==> config.mk <==
export PLATFORM = sky130hd
export DESIGN_NAME = lcd_spi_rx
export DESIGN_NICKNAME = d
export VERILOG_FILES = /design/src/rtl/lcd_spi_pkg.sv /design/src/rtl/lcd_spi_frame.sv /design/src/rtl/lcd_spi_pair.sv /design/src/rtl/lcd_spi_rx.sv
export SDC_FILE = /design/constraint.sdc
export NUM_CORES = 1
export LEC_CHECK = 0
export BUFFER_PORTS_ARGS = -buffer_cell sky130_fd_sc_hd__clkbuf_2
export CAP_MARGIN = 20
export CORE_MARGIN = 8
export CORE_UTILIZATION = 50
export DETAILED_ROUTE_END_ITERATION = 10
export HOLD_SLACK_MARGIN = 0.12
export PLACE_DENSITY = 0.82
export RECOVER_POWER = 25
export SYNTH_ARGS = -nofsm -noshare
export SYNTH_HDL_FRONTEND = slang
export SYNTH_SLANG_ARGS = --single-unit
==> constraint.sdc <==
create_clock -name sclk -period 3.74 [get_ports sclk]
set_input_delay 0.374 -clock sclk [delete_from_list [all_inputs] [get_ports sclk]]
set_output_delay 0.374 -clock sclk [all_outputs]
set_load 0.01 [all_outputs]
==> src/rtl/lcd_spi_pkg.sv <==
package lcd_spi_pkg;

    // frame receiver states
    typedef enum logic [1:0] {
        FR_IDLE = 2'd0,
        FR_FLAG = 2'd1,
        FR_BITS = 2'd2
    } fr_state_t;

    // word assembler states
    typedef enum logic {
        PR_HI = 1'b0,
        PR_LO = 1'b1
    } pr_state_t;

    localparam logic FLAG_CMD  = 1'b0;
    localparam logic FLAG_DATA = 1'b1;

endpackage

==> src/rtl/lcd_spi_frame.sv <==
module lcd_spi_frame
    import lcd_spi_pkg::*;
#(
    parameter int BYTE_W = 8
) (
    input  logic              sclk,
    input  logic              rst_n,
    input  logic              cs_n,
    input  logic              sdi,
    input  logic              dc_sel,
    input  logic              three_wire,
    output logic              byte_vld,
    output logic              byte_dc,
    output logic [BYTE_W-1:0] byte_q
);

    localparam int CNT_W = (BYTE_W > 1) ? $clog2(BYTE_W) : 1;
    localparam logic [CNT_W-1:0] LAST_BIT = CNT_W'(BYTE_W - 1);

    fr_state_t         st_q, st_d;
    logic              mode_q;
    logic              flag_q;
    logic [CNT_W-1:0]  cnt_q;
    logic [BYTE_W-1:0] sh_q;
    logic [BYTE_W-1:0] sh_next;

    assign sh_next = {sh_q[BYTE_W-2:0], sdi};

    // state register
    always_ff @(posedge sclk or negedge rst_n) begin
        if (!rst_n) begin
            st_q <= FR_IDLE;
        end else begin
            st_q <= st_d;
        end
    end

    // next state
    always_comb begin
        st_d = st_q;
        if (cs_n) begin
            st_d = three_wire ? FR_FLAG : FR_BITS;          // arm
        end else begin
            unique case (st_q)
                FR_IDLE: st_d = FR_IDLE;
                FR_FLAG: st_d = FR_BITS;                    // flag taken
                FR_BITS: begin
                    if (cnt_q == LAST_BIT) begin            // byte done
                        st_d = mode_q ? FR_FLAG : FR_BITS;
                    end
                end
                default: st_d = FR_IDLE;
            endcase
        end
    end

    // datapath and outputs
    always_ff @(posedge sclk or negedge rst_n) begin
        if (!rst_n) begin
            mode_q   <= 1'b0;
            flag_q   <= FLAG_CMD;
            cnt_q    <= '0;
            sh_q     <= '0;
            byte_vld <= 1'b0;
            byte_dc  <= FLAG_CMD;
            byte_q   <= '0;
        end else begin
            byte_vld <= 1'b0;
            if (cs_n) begin
                mode_q <= three_wire;
                cnt_q  <= '0;
            end else begin
                unique case (st_q)
                    FR_IDLE: begin
                        cnt_q <= '0;
                    end
                    FR_FLAG: begin
                        flag_q <= sdi;
                    end
                    FR_BITS: begin
                        sh_q <= sh_next;
                        if (cnt_q == LAST_BIT) begin
                            cnt_q    <= '0;
                            byte_vld <= 1'b1;
                            byte_q   <= sh_next;
                            byte_dc  <= mode_q ? flag_q : dc_sel;
                        end else begin
                            cnt_q <= cnt_q + 1'b1;
                        end
                    end
                    default: begin
                        cnt_q <= '0;
                    end
                endcase
            end
        end
    end


    frame_abort_chk: assert property (@(posedge sclk) disable iff (!rst_n)
        cs_n |=> !byte_vld);


    byte_spacing_chk: assert property (@(posedge sclk) disable iff (!rst_n)
        byte_vld |=> !byte_vld);


    flag_then_bits_chk: assert property (@(posedge sclk) disable iff (!rst_n)
        (st_q == FR_FLAG && !cs_n) |=> (st_q == FR_BITS && !byte_vld));

endmodule

==> src/rtl/lcd_spi_pair.sv <==
module lcd_spi_pair
    import lcd_spi_pkg::*;
#(
    parameter int BYTE_W  = 8,
    parameter int PIX_IDX = 34
) (
    input  logic                sclk,
    input  logic                rst_n,
    input  logic                byte_vld,
    input  logic                byte_dc,
    input  logic [BYTE_W-1:0]   byte_q,
    output logic                idx_we,
    output logic [BYTE_W-1:0]   idx_q,
    output logic                prm_we,
    output logic                pix_we,
    output logic [2*BYTE_W-1:0] word_q,
    output logic [BYTE_W-1:0]   tag_q
);

    localparam logic [BYTE_W-1:0] PIX_CODE = BYTE_W'(PIX_IDX);

    pr_state_t         ps_q, ps_d;
    logic [BYTE_W-1:0] hi_q;

    // state register
    always_ff @(posedge sclk or negedge rst_n) begin
        if (!rst_n) begin
            ps_q <= PR_HI;
        end else begin
            ps_q <= ps_d;
        end
    end

    // next state
    always_comb begin
        ps_d = ps_q;
        if (byte_vld) begin
            if (byte_dc == FLAG_CMD) begin
                ps_d = PR_HI;                               // index set
            end else begin
                unique case (ps_q)
                    PR_HI: ps_d = PR_LO;                    // high taken
                    PR_LO: ps_d = PR_HI;                    // word out
                    default: ps_d = PR_HI;
                endcase
            end
        end
    end

    // outputs
    always_ff @(posedge sclk or negedge rst_n) begin
        if (!rst_n) begin
            idx_we <= 1'b0;
            idx_q  <= '0;
            prm_we <= 1'b0;
            pix_we <= 1'b0;
            word_q <= '0;
            tag_q  <= '0;
            hi_q   <= '0;
        end else begin
            idx_we <= 1'b0;
            prm_we <= 1'b0;
            pix_we <= 1'b0;
            if (byte_vld) begin
                if (byte_dc == FLAG_CMD) begin
                    idx_q  <= byte_q;
                    idx_we <= 1'b1;
                end else begin
                    unique case (ps_q)
                        PR_HI: begin
                            hi_q <= byte_q;
                        end
                        PR_LO: begin
                            word_q <= {hi_q, byte_q};
                            tag_q  <= idx_q;
                            if (idx_q == PIX_CODE) begin
                                pix_we <= 1'b1;
                            end else begin
                                prm_we <= 1'b1;
                            end
                        end
                        default: begin
                            hi_q <= hi_q;
                        end
                    endcase
                end
            end
        end
    end


    one_route_chk: assert property (@(posedge sclk) disable iff (!rst_n)
        $onehot0({idx_we, prm_we, pix_we}));


    word_from_data_chk: assert property (@(posedge sclk) disable iff (!rst_n)
        (prm_we || pix_we) |-> $past(byte_vld && byte_dc == FLAG_DATA));


    index_from_cmd_chk: assert property (@(posedge sclk) disable iff (!rst_n)
        idx_we |-> $past(byte_vld && byte_dc == FLAG_CMD));


    cmd_clears_pair_chk: assert property (@(posedge sclk) disable iff (!rst_n)
        (byte_vld && byte_dc == FLAG_CMD) |=> (ps_q == PR_HI));

endmodule

==> src/rtl/lcd_spi_rx.sv <==
module lcd_spi_rx
    import lcd_spi_pkg::*;
#(
    parameter int BYTE_W  = 8,
    parameter int PIX_IDX = 34
) (
    input  logic                sclk,
    input  logic                rst_n,
    input  logic                cs_n,
    input  logic                sdi,
    input  logic                dc_sel,
    input  logic                three_wire,
    output logic                reg_idx_we,
    output logic [BYTE_W-1:0]   reg_idx,
    output logic                prm_we,
    output logic                pix_we,
    output logic [2*BYTE_W-1:0] wr_word,
    output logic [BYTE_W-1:0]   wr_tag
);

    logic              fb_vld;
    logic              fb_dc;
    logic [BYTE_W-1:0] fb_byte;

    lcd_spi_frame #(
        .BYTE_W (BYTE_W)
    ) u_frame (
        .sclk       (sclk),
        .rst_n      (rst_n),
        .cs_n       (cs_n),
        .sdi        (sdi),
        .dc_sel     (dc_sel),
        .three_wire (three_wire),
        .byte_vld   (fb_vld),
        .byte_dc    (fb_dc),
        .byte_q     (fb_byte)
    );

    lcd_spi_pair #(
        .BYTE_W  (BYTE_W),
        .PIX_IDX (PIX_IDX)
    ) u_pair (
        .sclk     (sclk),
        .rst_n    (rst_n),
        .byte_vld (fb_vld),
        .byte_dc  (fb_dc),
        .byte_q   (fb_byte),
        .idx_we   (reg_idx_we),
        .idx_q    (reg_idx),
        .prm_we   (prm_we),
        .pix_we   (pix_we),
        .word_q   (wr_word),
        .tag_q    (wr_tag)
    );


    index_follows_strobe_chk: assert property (@(posedge sclk) disable iff (!rst_n)
        reg_idx_we |=> (!reg_idx_we && $stable(reg_idx)));


    tag_matches_index_chk: assert property (@(posedge sclk) disable iff (!rst_n)
        (prm_we || pix_we) |-> (wr_tag == reg_idx));

endmodule

==> results of run 1 <==
[registers in the layout, indices dropped and copies added (netlist names)]
signal,flops
u_frame.byte_vld,1
u_frame.mode_q,1
u_pair.prm_we,1
u_pair.hi_q,8
u_frame.sh_q,7
u_frame.cnt_q,3
u_frame.flag_q,1
u_pair.ps_q,1
u_pair.word_q,16
u_pair.idx_we,1
u_pair.tag_q,8
u_frame.byte_q,8
u_pair.pix_we,1
u_frame.byte_dc,1
u_pair.idx_q,8
u_frame.st_q,2
[synthesized netlist by cell type]
library cell	instances
nand3_4	1
mux2i_1	1
a21oi_1	5
mux2_4	18
ha_1	4
nand3b_1	2
nor4b_1	3
inv_1	5
nand3_2	1
nand2_1	8
buf_2	3
nand2b_1	1
nor2b_1	4
dfrtp_1	68
nand3b_4	1
mux2_2	39
nor2_1	2
o221ai_1	1
buf_6	3
or3_1	1
o21ai_0	3
[cell type report]
type / instances / area (um^2) / share of cell area [%]
multi-input cells: 95 / 982 / 30.1
well taps: 72 / 90.1 / 2.76
inverters: 5 / 18.8 / 0.575
flip-flops and latches: 68 / 1700 / 52.1
clock buffers: 10 / 128 / 3.91
clock inverters: 6 / 136 / 4.18
repair buffers: 41 / 206 / 6.33
[per-stage QoR]
stage                     power [mW]  hold WS, ns  instances
after floorplan                0.865       0.0784        174
after global placement         0.896        0.485        281
after detailed placement       0.903        0.492        281
after CTS                       1.70        0.184        297
after global routing            1.75        0.280        297
final                           1.67        0.262        297
[cell families (layout without fill, tap and decap cells)]
family | after synthesis | in the layout | synth area share, %
flops | 68 | 68 | 61.8
mux | 58 | 58 | 26.1
simple gates | 24 | 24 | 5.96
buf+inv | 11 | 62 | 2.46
compound gates | 9 | 9 | 1.77
fa+ha+maj | 4 | 4 | 1.82
[worst min-delay path by stage]
stage	from	endpoint	slack, ns	cells past startpoint
4_1_cts	rst_n	u_pair.idx_q[2]	0.18	1
3_3_place_gp	u_pair.hi_q[6]	u_pair.word_q[14]	0.48	1
5_1_grt	three_wire	u_frame.st_q[0]	0.28	3
3_5_place_dp	u_pair.tag_q[2]	u_pair.tag_q[2]	0.49	1
2_1_floorplan	rst_n	u_frame.byte_dc	0.08	0
6_report	three_wire	u_frame.st_q[0]	0.26	3
[layer usage]
layer	vias up	wire length, um	part of all wire, %	GRT usage (%)
li1	705	-	-	-
met2	39	2200	45	18.4
met4	0	144	3.0	9.02
met1	770	2190	45	16.5
met5	-	0	0	0
met3	14	314	6.5	5.24
[cells in the final DEF (no fill, tap or decap)]
master / n
nand3b_4: 1
bufinv_16: 4
nor2_1: 2
clkbuf_1: 2
or3_1: 1
clkinvlp_4: 1
mux2_4: 18
dfrtp_1: 68
nand2_1: 8
clkbuf_8: 9
buf_4: 1
nand3_4: 1
nand3_2: 1
mux2_2: 39
ha_1: 4
o21ai_0: 3
a21oi_1: 5
nor4b_1: 3
nor2b_1: 4
clkinv_4: 1
o221ai_1: 1
mux2i_1: 1
inv_1: 5
nand3b_1: 2
nand2b_1: 1
clkbuf_2: 39
[power groups by stage]
| stage | registers, mW | clock network [mW] | logic, mW |
|---|---|---|---|
| floorplan | 0.809 | 0 | 0.0557 |
| global placement | 0.819 | 0 | 0.0769 |
| detailed placement | 0.821 | 0 | 0.0822 |
| CTS | 0.807 | 0.806 | 0.0824 |
| global route | 0.812 | 0.843 | 0.0909 |
| finish | 0.807 | 0.787 | 0.0791 |
==> flow_metrics.py, run 1 <==
metrics = {
    "run_status": {
        "status": "complete, but fails checks",
        "violations": "max-capacitance violations, max-slew violations",
    },
    "floorplanning": {
        "die_y_um": 90.2,
        "rows": 27,
        "die_w_um": 90.2,
        "start_util_pct": 50.9,
        "coreArea_um2": 5410,
        "num_io_pins": 41,
        "fp.dieArea_um2": 8130,
    },
    "critical_path": {
        "max_stage_delay_ns": 1.53,
        "crit_start": "rst_n",
        "required_ns": 4.23,
        "ff2ff_setup_slack_ns": 1.91,
        "rr_startpoint": "u_frame.st_q[0]",
        "critPathSlowestCell": "clkbuf_1",
        "critical_path_class": "primary input to async pin",
        "critPathTopFamily": "buffers and inverters",
        "crit_path_end": "u_pair.word_q[8]",
        "reg2reg_depth": 4,
        "r2r-end": "u_frame.sh_q[5]",
        "critPathArrivalTime_ns": 2.48,
        "crit_cells": 2,
        "crit_chain": "clkbuf_1, buf_4",
        "worstPathMaxFanout": 43,
        "path_buf_inv": 2,
        "startpoint_type": "primary input",
        "end_kind": "async pin",
    },
    "power": {
        "p_sw_mw": 0.343,
        "internal_power_mw": 1.33,
        "seqPwrFrac_pct": 48.2,
        "powerDensity_nw_per_um2": 513,
        "swShare_pct": 20.5,
        "leakagePower_nw": 1.77,
        "peakVddDrop_mv": 0.250,
        "combPwrFrac_pct": 4.7,
        "p_clk_share_pct": 47.0,
    },
    "detailed_routing": {
        "drc": 0,
        "ant_nets": 0,
        "drt_iter0_markers": 42,
        "wire_per_inst_um": 16.3,
        "wirelength_um": 4850,
        "vias_per_cell": 5.14,
        "dr.pass1.iters": 4,
        "vias": 1528,
    },
    "cells_and_area": {
        "fin_area_um2": 3260,
        "antenna_cells": 0,
        "area_delta_synth_final_pct": 18.6,
        "nets": 230,
        "drive_gt1_share_pct": 51.1,
        "post-route-util_pct": 60.4,
        "fillCellCount": 418,
    },
    "cts": {
        "cts-root-buf": "clkbuf_8",
        "cts_made_buffers": 9,
        "clockBufferDepth": 2,
        "worstSkewPairLatency_ns": 0.34,
        "clock-sinks": 68,
        "clkSlewWorstSetupHoldPaths_ns": 0.07,
        "post_cts_buffers": 0,
        "cts_tree": "done",
        "htree_levels": 3,
        "cts_resized": 0,
        "postCtsHoldBufs": 0,
    },
    "sta": {
        "finalClockSkew_ns": 0.00899,
        "layout_setup_ws_ns": 1.75,
        "slew_headroom_pct": -45.7,
        "setup_viol_count_final": 0,
        "tightestPinTransition_ns": 2.18,
        "fmax_mhz": 503,
        "rsz0062_at_grt": "no",
        "fin_crit_ns": 1.99,
        "slew_violations": 44,
        "setup-tns-final_ns": 0,
        "period_share_pct": 53.2,
        "finalHoldViolCount": 0,
    },
    "min_path": {
        "hp-class": "primary input to flip-flop",
    },
    "logic_synthesis": {
        "synth_area_leader_cell": "dfrtp_1",
        "ys_ff_latch": 68,
        "syn_area_um2": 2750,
        "yosysUniqueCellTypes": 21,
        "syn-num-nets": 184,
        "ys_seq_area_share_pct": 61.8,
        "synth_top_area_share_pct": 61.8,
        "synth_cells": 174,
        "synth_warnings": 0,
        "synthTopCellsByArea": "dfrtp_1, mux2_2, mux2_4, ha_1, buf_6",
        "synth.avg_cell_area_um2": 15.8,
    },
    "placed_design": {
        "place.gp.congestion": 0.761,
        "dpl_worst_slack_ns": 1.87,
        "hpwl_um": 3340,
        "place_area_um2": 3000,
        "port-buffer-count": 40,
    },
    "global_routing": {
        "grt_pass1_vias": 1631,
        "grt-ovfl-total": 0,
        "grtUsageTotal_pct": 13.2,
        "grt_first_pass_wirelength_um": 8510,
        "grt_max_degree": 44,
        "antenna_found_initial": 0,
    },
    "job": {
        "drv_cap": 1,
    },
}
(Power assumes the default switching activity.)
==> run 2, diff against run 1 <==
Settings changed: ABC_AREA from default to 1, PLACE_DENSITY 0.82 to 0.83.
Clock period 3.74 ns to 2.05 ns, I/O delays scaled along.
==> flow_metrics.py, run 2 <==
metrics = {
    "critical_path": {
        "critPathArrivalTime_ns": 1.71,
        "worstPathMaxFanout": 3,
        "end_kind": "flip-flop",
        "reg2reg_depth": 7,
        "rr_startpoint": "u_frame.cnt_q[0]",
        "ff2ff_setup_slack_ns": 0.60,
        "r2r-end": "u_frame.st_q[0]",
        "critical_path_class": "flip-flop to flip-flop",
        "required_ns": 2.31,
        "startpoint_type": "flip-flop",
    },
    "sta": {
        "setup_viol_count_final": 0,
        "rsz0062_at_grt": "no",
        "tightestPinTransition_ns": 0.710,
        "fin_crit_ns": 1.45,
        "finalHoldViolCount": 0,
        "slew_headroom_pct": 52.7,
        "fmax_mhz": 688,
        "slew_violations": 0,
        "period_share_pct": 70.9,
        "finalClockSkew_ns": 0.00798,
        "setup-tns-final_ns": 0,
    },
    "power": {
        "p_clk_share_pct": 43.7,
        "peakVddDrop_mv": 0.473,
        "combPwrFrac_pct": 7.3,
        "p_sw_mw": 0.707,
        "power_mw": 3.06,
        "powerDensity_nw_per_um2": 955,
        "seqPwrFrac_pct": 48.9,
        "swShare_pct": 23.1,
        "leakagePower_nw": 1.62,
        "internal_power_mw": 2.35,
    },
    "cts": {
        "clkSlewWorstSetupHoldPaths_ns": 0.08,
        "cts_tree": "done",
        "worstSkewPairLatency_ns": 0.34,
        "cts-root-buf": "clkbuf_8",
        "clockBufferDepth": 2,
        "cts_made_buffers": 9,
        "htree_levels": 3,
        "clock-sinks": 68,
        "cts_resized": 0,
        "post_cts_buffers": 0,
    },
    "logic_synthesis": {
        "synthTopCellsByArea": "dfrtp_1, nand2_1, o21ai_0, inv_1, ha_1",
        "yosys.area_share.adder_pct": 1.87,
        "synth_cells": 280,
        "syn_area_um2": 2670,
        "synth_edf_count": 0,
        "synth_top_family_by_area": "simple AND/OR/NAND/NOR gates",
        "yosysUniqueCellTypes": 18,
        "ys_ff_latch": 68,
        "synth_area_leader_cell": "dfrtp_1",
        "synthTopCellsByCount": "nand2_1, dfrtp_1, o21ai_0",
        "synth-compound-area-share_pct": 11.2,
        "ys_seq_area_share_pct": 63.7,
        "synth_top_area_share_pct": 63.7,
        "yosys-mux-area-fraction_pct": 0,
        "synth_xor_area_share_pct": 0,
        "async_flop_share_pct": 100,
        "synthSimpleGateAreaFrac_pct": 15.5,
        "synth_warnings": 0,
        "synth_flop_cell": "dfrtp_1",
        "synth.most_common_cell": "nand2_1",
        "syn-num-nets": 290,
        "synth.avg_cell_area_um2": 9.54,
    },
    "floorplanning": {
        "start_util_pct": 52.0,
        "rows": 26,
        "coreArea_um2": 5140,
        "fp.dieArea_um2": 7940,
        "die_y_um": 89.1,
        "num_io_pins": 41,
        "die_w_um": 89.1,
    },
    "global_routing": {
        "grt_first_pass_wirelength_um": 8760,
        "grtUsageTotal_pct": 14.8,
        "grt_pass1_vias": 1874,
        "antenna_found_initial": 0,
        "grt-ovfl-total": 0,
        "grt_max_degree": 51,
    },
    "cells_and_area": {
        "antenna_cells": 0,
        "area_delta_synth_final_pct": 19.9,
        "drive_gt1_share_pct": 14.1,
        "layout_commonest_cell": "nand2_1",
        "largest_register_ffs": 16,
        "regMostFlops": "u_pair.word_q",
        "stdcell_count": 403,
        "nets": 338,
        "final_cell_mix": "nand2_1, dfrtp_1, o21ai_0, inv_1, clkbuf_2",
    },
    "placed_design": {
        "hpwl_um": 3640,
        "port-buffer-count": 40,
        "place.gp.congestion": 0.786,
        "numPlacedInstances": 383,
    },
    "detailed_routing": {
        "drt_iter0_markers": 68,
        "ant_nets": 0,
        "vias": 1953,
        "wire_per_inst_um": 13.1,
        "dr.pass1.iters": 4,
        "vias_per_cell": 4.85,
        "drc": 0,
        "wirelength_um": 5280,
    },
    "min_path": {
        "hold_depth": 5,
        "hp-class": "primary input to flip-flop",
        "holdPathEnd": "u_frame.byte_dc",
        "hp-start": "dc_sel",
    },
    "run_status": {
        "status": "finished clean",
    },
    "job": {
        "drv_cap": 0,
    },
}
[run 2: cell types whose count changed after synthesis, sizes merged, moves of 3 or more]
cell	change
nand3	+8
o21ai	+55
inv	+35
mux2	-57
a21oi	-3
nand2	+71
nor4b	-3
buf	-3
nand3b	-3
nor2	+4
nor2b	-4
clkbuf	+6
[run 2: how the worst max path moves through the flow]
stage	from	endpoint	slack, ns	cells after the start
after floorplan	u_frame.cnt_q[0]	u_frame.st_q[1]	0.75	8
after global placement	u_frame.cnt_q[0]	u_frame.st_q[1]	0.69	8
after detailed placement	u_frame.cnt_q[0]	u_frame.st_q[0]	0.59	7
after CTS	u_frame.cnt_q[0]	u_frame.st_q[0]	0.56	7
after global routing	u_frame.st_q[0]	u_frame.byte_q[2]	0.44	6
final	u_frame.cnt_q[0]	u_frame.st_q[0]	0.60	7
[run 2: power by group through the flow]
stage	registers (mW)	clock network, mW	logic, mW
6_report	1.50	1.34	0.225
3_3_place_gp	1.52	0	0.206
4_1_cts	1.50	1.36	0.229
5_1_grt	1.51	1.42	0.265
2_1_floorplan	1.50	0	0.156
3_5_place_dp	1.52	0	0.221
[run 2: repair_timing]
item / in CTS / in global routing
setup endpoints to repair: 0 / 0
hold buffers: 4 / 0
endpoints found under the hold margin: 30 / 0
[run 2: routing by layer]
| layer | wire length (um) | vias to the layer above | track usage (%) |
|---|---|---|---|
| li1 | - | 983 | - |
| met1 | 2280 | 908 | 16.8 |
| met2 | 2490 | 48 | 23.6 |
| met3 | 349 | 14 | 5.33 |
| met4 | 161 | 0 | 8.76 |
| met5 | 0 | - | 0 |
[run 2: cell families (layout without fill, tap and decap cells)]
kind of cell	count (synthesis)	after routing
buffers and inverters	49	102
AND/OR/NAND/NOR	99	99
flip-flops	68	68
AO/OA/AOI/OAI	60	60
adder cells (fa/ha/maj)	4	4
[run 2: critical path, cell delays in order (launching register included)]
cell,delay [ns]
dfrtp_1,0.39
ha_1,0.20
ha_1,0.17
inv_1,0.16
nand3_1,0.16
nand2_1,0.09
inv_1,0.06
a21oi_1,0.15
[run 2: cell type report]
cell class | count | area, um^2
clock buffers | 10 | 138
repair buffers | 46 | 250
clock inverters | 6 | 111
multi-input cells | 163 | 766
well taps | 70 | 87.6
fillers | 444 | 1940
inverters | 40 | 150
flip-flops and latches | 68 | 1700
[run 2: per-stage QoR]
stage,util [%],setup slack [ns],instance area [um^2],hold WS [ns]
2_1_floorplan,-,0.747,2670,-0.0906
3_3_place_gp,57.1,0.693,2930,0.276
3_5_place_dp,57.1,0.589,2930,0.282
4_1_cts,62.7,0.562,3220,0.153
5_1_grt,62.3,0.436,3200,0.210
6_report,62.3,0.597,3200,0.169
==> run 3, diff against run 2 <==
Settings changed: PLACE_DENSITY 0.83 to 0.85.
Clock period 2.05 ns to 1.2 ns, I/O delays scaled along.
==> flow_metrics.py, run 3 (synthesis results as in run 2) <==
metrics = {
    "sta": {
        "finalClockSkew_ns": 0.00758,
        "fmax_mhz": 810,
        "setup-tns-final_ns": -0.0694,
        "layout_setup_ws_ns": -0.0349,
        "setup_viol_count_final": 3,
        "period_share_pct": 103,
        "fin_crit_ns": 1.23,
        "finalHoldViolCount": 0,
        "tightestPinTransition_ns": 0.664,
        "slew_violations": 0,
        "slew_headroom_pct": 55.7,
        "rsz0062_at_grt": "yes",
    },
    "detailed_routing": {
        "drt_iter0_markers": 67,
        "dr.pass1.iters": 4,
        "vias": 2027,
        "drc": 0,
        "vias_per_cell": 4.88,
        "wirelength_um": 5290,
        "ant_nets": 0,
        "wire_per_inst_um": 12.7,
    },
    "cells_and_area": {
        "layout_commonest_cell": "nand2_1",
        "final_cell_mix": "nand2_1, dfrtp_1, o21ai_0, clkbuf_2, inv_1",
        "fillCellCount": 422,
        "drive_gt1_share_pct": 23.8,
        "largest_register_ffs": 16,
        "nets": 350,
        "regMostFlops": "u_pair.word_q",
        "area_delta_synth_final_pct": 26.7,
        "antenna_cells": 0,
    },
    "critical_path": {
        "end_kind": "flip-flop",
        "critical_path_class": "flip-flop to flip-flop",
        "crit_chain": "ha_2, ha_4, inv_6, nand3_4, nand2_2, inv_2, nand2_1, nand2_1",
        "max_stage_delay_ns": 0.40,
        "cpMostUsedCell": "nand2_1",
        "critPathArrivalTime_ns": 1.47,
        "startpoint_type": "flip-flop",
        "reg2reg_depth": 8,
        "required_ns": 1.44,
        "worstPathMaxFanout": 3,
        "critPathSlowestCell": "dfrtp_1",
    },
    "power": {
        "power_mw": 5.34,
        "powerDensity_nw_per_um2": 1580,
        "peakVddDrop_mv": 0.749,
        "leakagePower_nw": 1.72,
    },
    "cts": {
        "clock-sinks": 68,
        "worstSkewPairLatency_ns": 0.35,
        "cts_tree": "done",
        "htree_levels": 3,
        "cts-root-buf": "clkbuf_8",
        "cts_made_buffers": 9,
        "clkSlewWorstSetupHoldPaths_ns": 0.08,
        "clockBufferDepth": 2,
    },
    "floorplanning": {
        "start_util_pct": 52.0,
        "die_w_um": 89.1,
        "coreArea_um2": 5140,
        "fp.dieArea_um2": 7940,
        "die_y_um": 89.1,
        "rows": 26,
        "num_io_pins": 41,
    },
    "global_routing": {
        "grt_max_degree": 52,
        "grt_pass1_vias": 1936,
        "antenna_found_initial": 0,
        "grtUsageTotal_pct": 14.8,
        "grt_first_pass_wirelength_um": 8760,
        "grt-ovfl-total": 0,
    },
    "min_path": {
        "hp-class": "primary input to async pin",
    },
    "placed_design": {
        "port-buffer-count": 40,
        "hpwl_um": 3640,
        "place.gp.congestion": 0.765,
    },
    "run_status": {
        "violations": "negative setup slack",
        "status": "complete, but fails checks",
    },
    "job": {
        "drv_cap": 0,
    },
}
-- run 3: layer usage --
layer	vias to the layer above	track usage, %	wire length [um]
met5	-	0	0
met4	0	10.1	172
met3	13	4.41	362
met2	49	24.1	2590
met1	960	16.3	2170
li1	1005	-	-
-- run 3: layout make-up --
| cell class | instances | area, um^2 | area share [%] |
|---|---|---|---|
| timing repair buffer | 57 | 365 | 10.8 |
| clock inverter | 7 | 124 | 3.66 |
| inverter | 40 | 158 | 4.66 |
| clock buffer | 9 | 124 | 3.66 |
| sequential | 68 | 1700 | 50.3 |
| tap | 70 | 87.6 | 2.59 |
| multi-input combinational | 164 | 826 | 24.4 |
-- run 3: what timing repair did --
action,CTS,global route
resized for setup,8,9
hold buffers,5,0
gates cloned,0,1
buffers inserted,1,3
endpoints found under the hold margin,74,0
pin swaps,1,2
setup endpoints to repair,10,18
-- run 3: worst max-delay path: cells and delay by family (launching register included) --
kind / cells / cell delay, ns
flops: 1 / 0.40
simple gates: 4 / 0.24
buf+inv: 2 / 0.13
fa+ha+maj: 2 / 0.37
-- run 3: path summary, 6_finish.rpt --
kind | from | endpoint | slack (ns)
min in group sclk | u_frame.sh_q[4] | u_frame.byte_q[5] | 0.48
max in group asynchronous | rst_n | u_frame.mode_q | 0.24
max reg2reg | u_frame.cnt_q[0] | u_frame.st_q[1] | -0.03
min | rst_n | u_pair.word_q[15] | 0.36
min reg2reg | u_frame.sh_q[4] | u_frame.byte_q[5] | 0.48
max | u_frame.cnt_q[0] | u_frame.st_q[1] | -0.03
-- run 3: report_power, final --
part | total [mW] | internal (mW) | switching [mW]
combinational | 0.485 | 0.208 | 0.277
sequential | 2.57 | 2.44 | 0.121
clock | 2.29 | 1.39 | 0.897
-- run 3: through the flow --
stage / util, % / hold slack [ns] / setup WS, ns / area [um^2] / cells
5_1_grt: 65.9 / 0.410 / -0.114 / 3390 / 415
3_5_place_dp: 58.8 / 0.136 / -0.0723 / 3020 / 389
2_1_floorplan: - / -0.176 / 0.00175 / 2690 / 280
4_1_cts: 65.1 / 0.311 / -0.0308 / 3350 / 411
6_report: 65.9 / 0.361 / -0.0349 / 3390 / 415
3_3_place_gp: 58.8 / 0.139 / -0.0291 / 3020 / 389
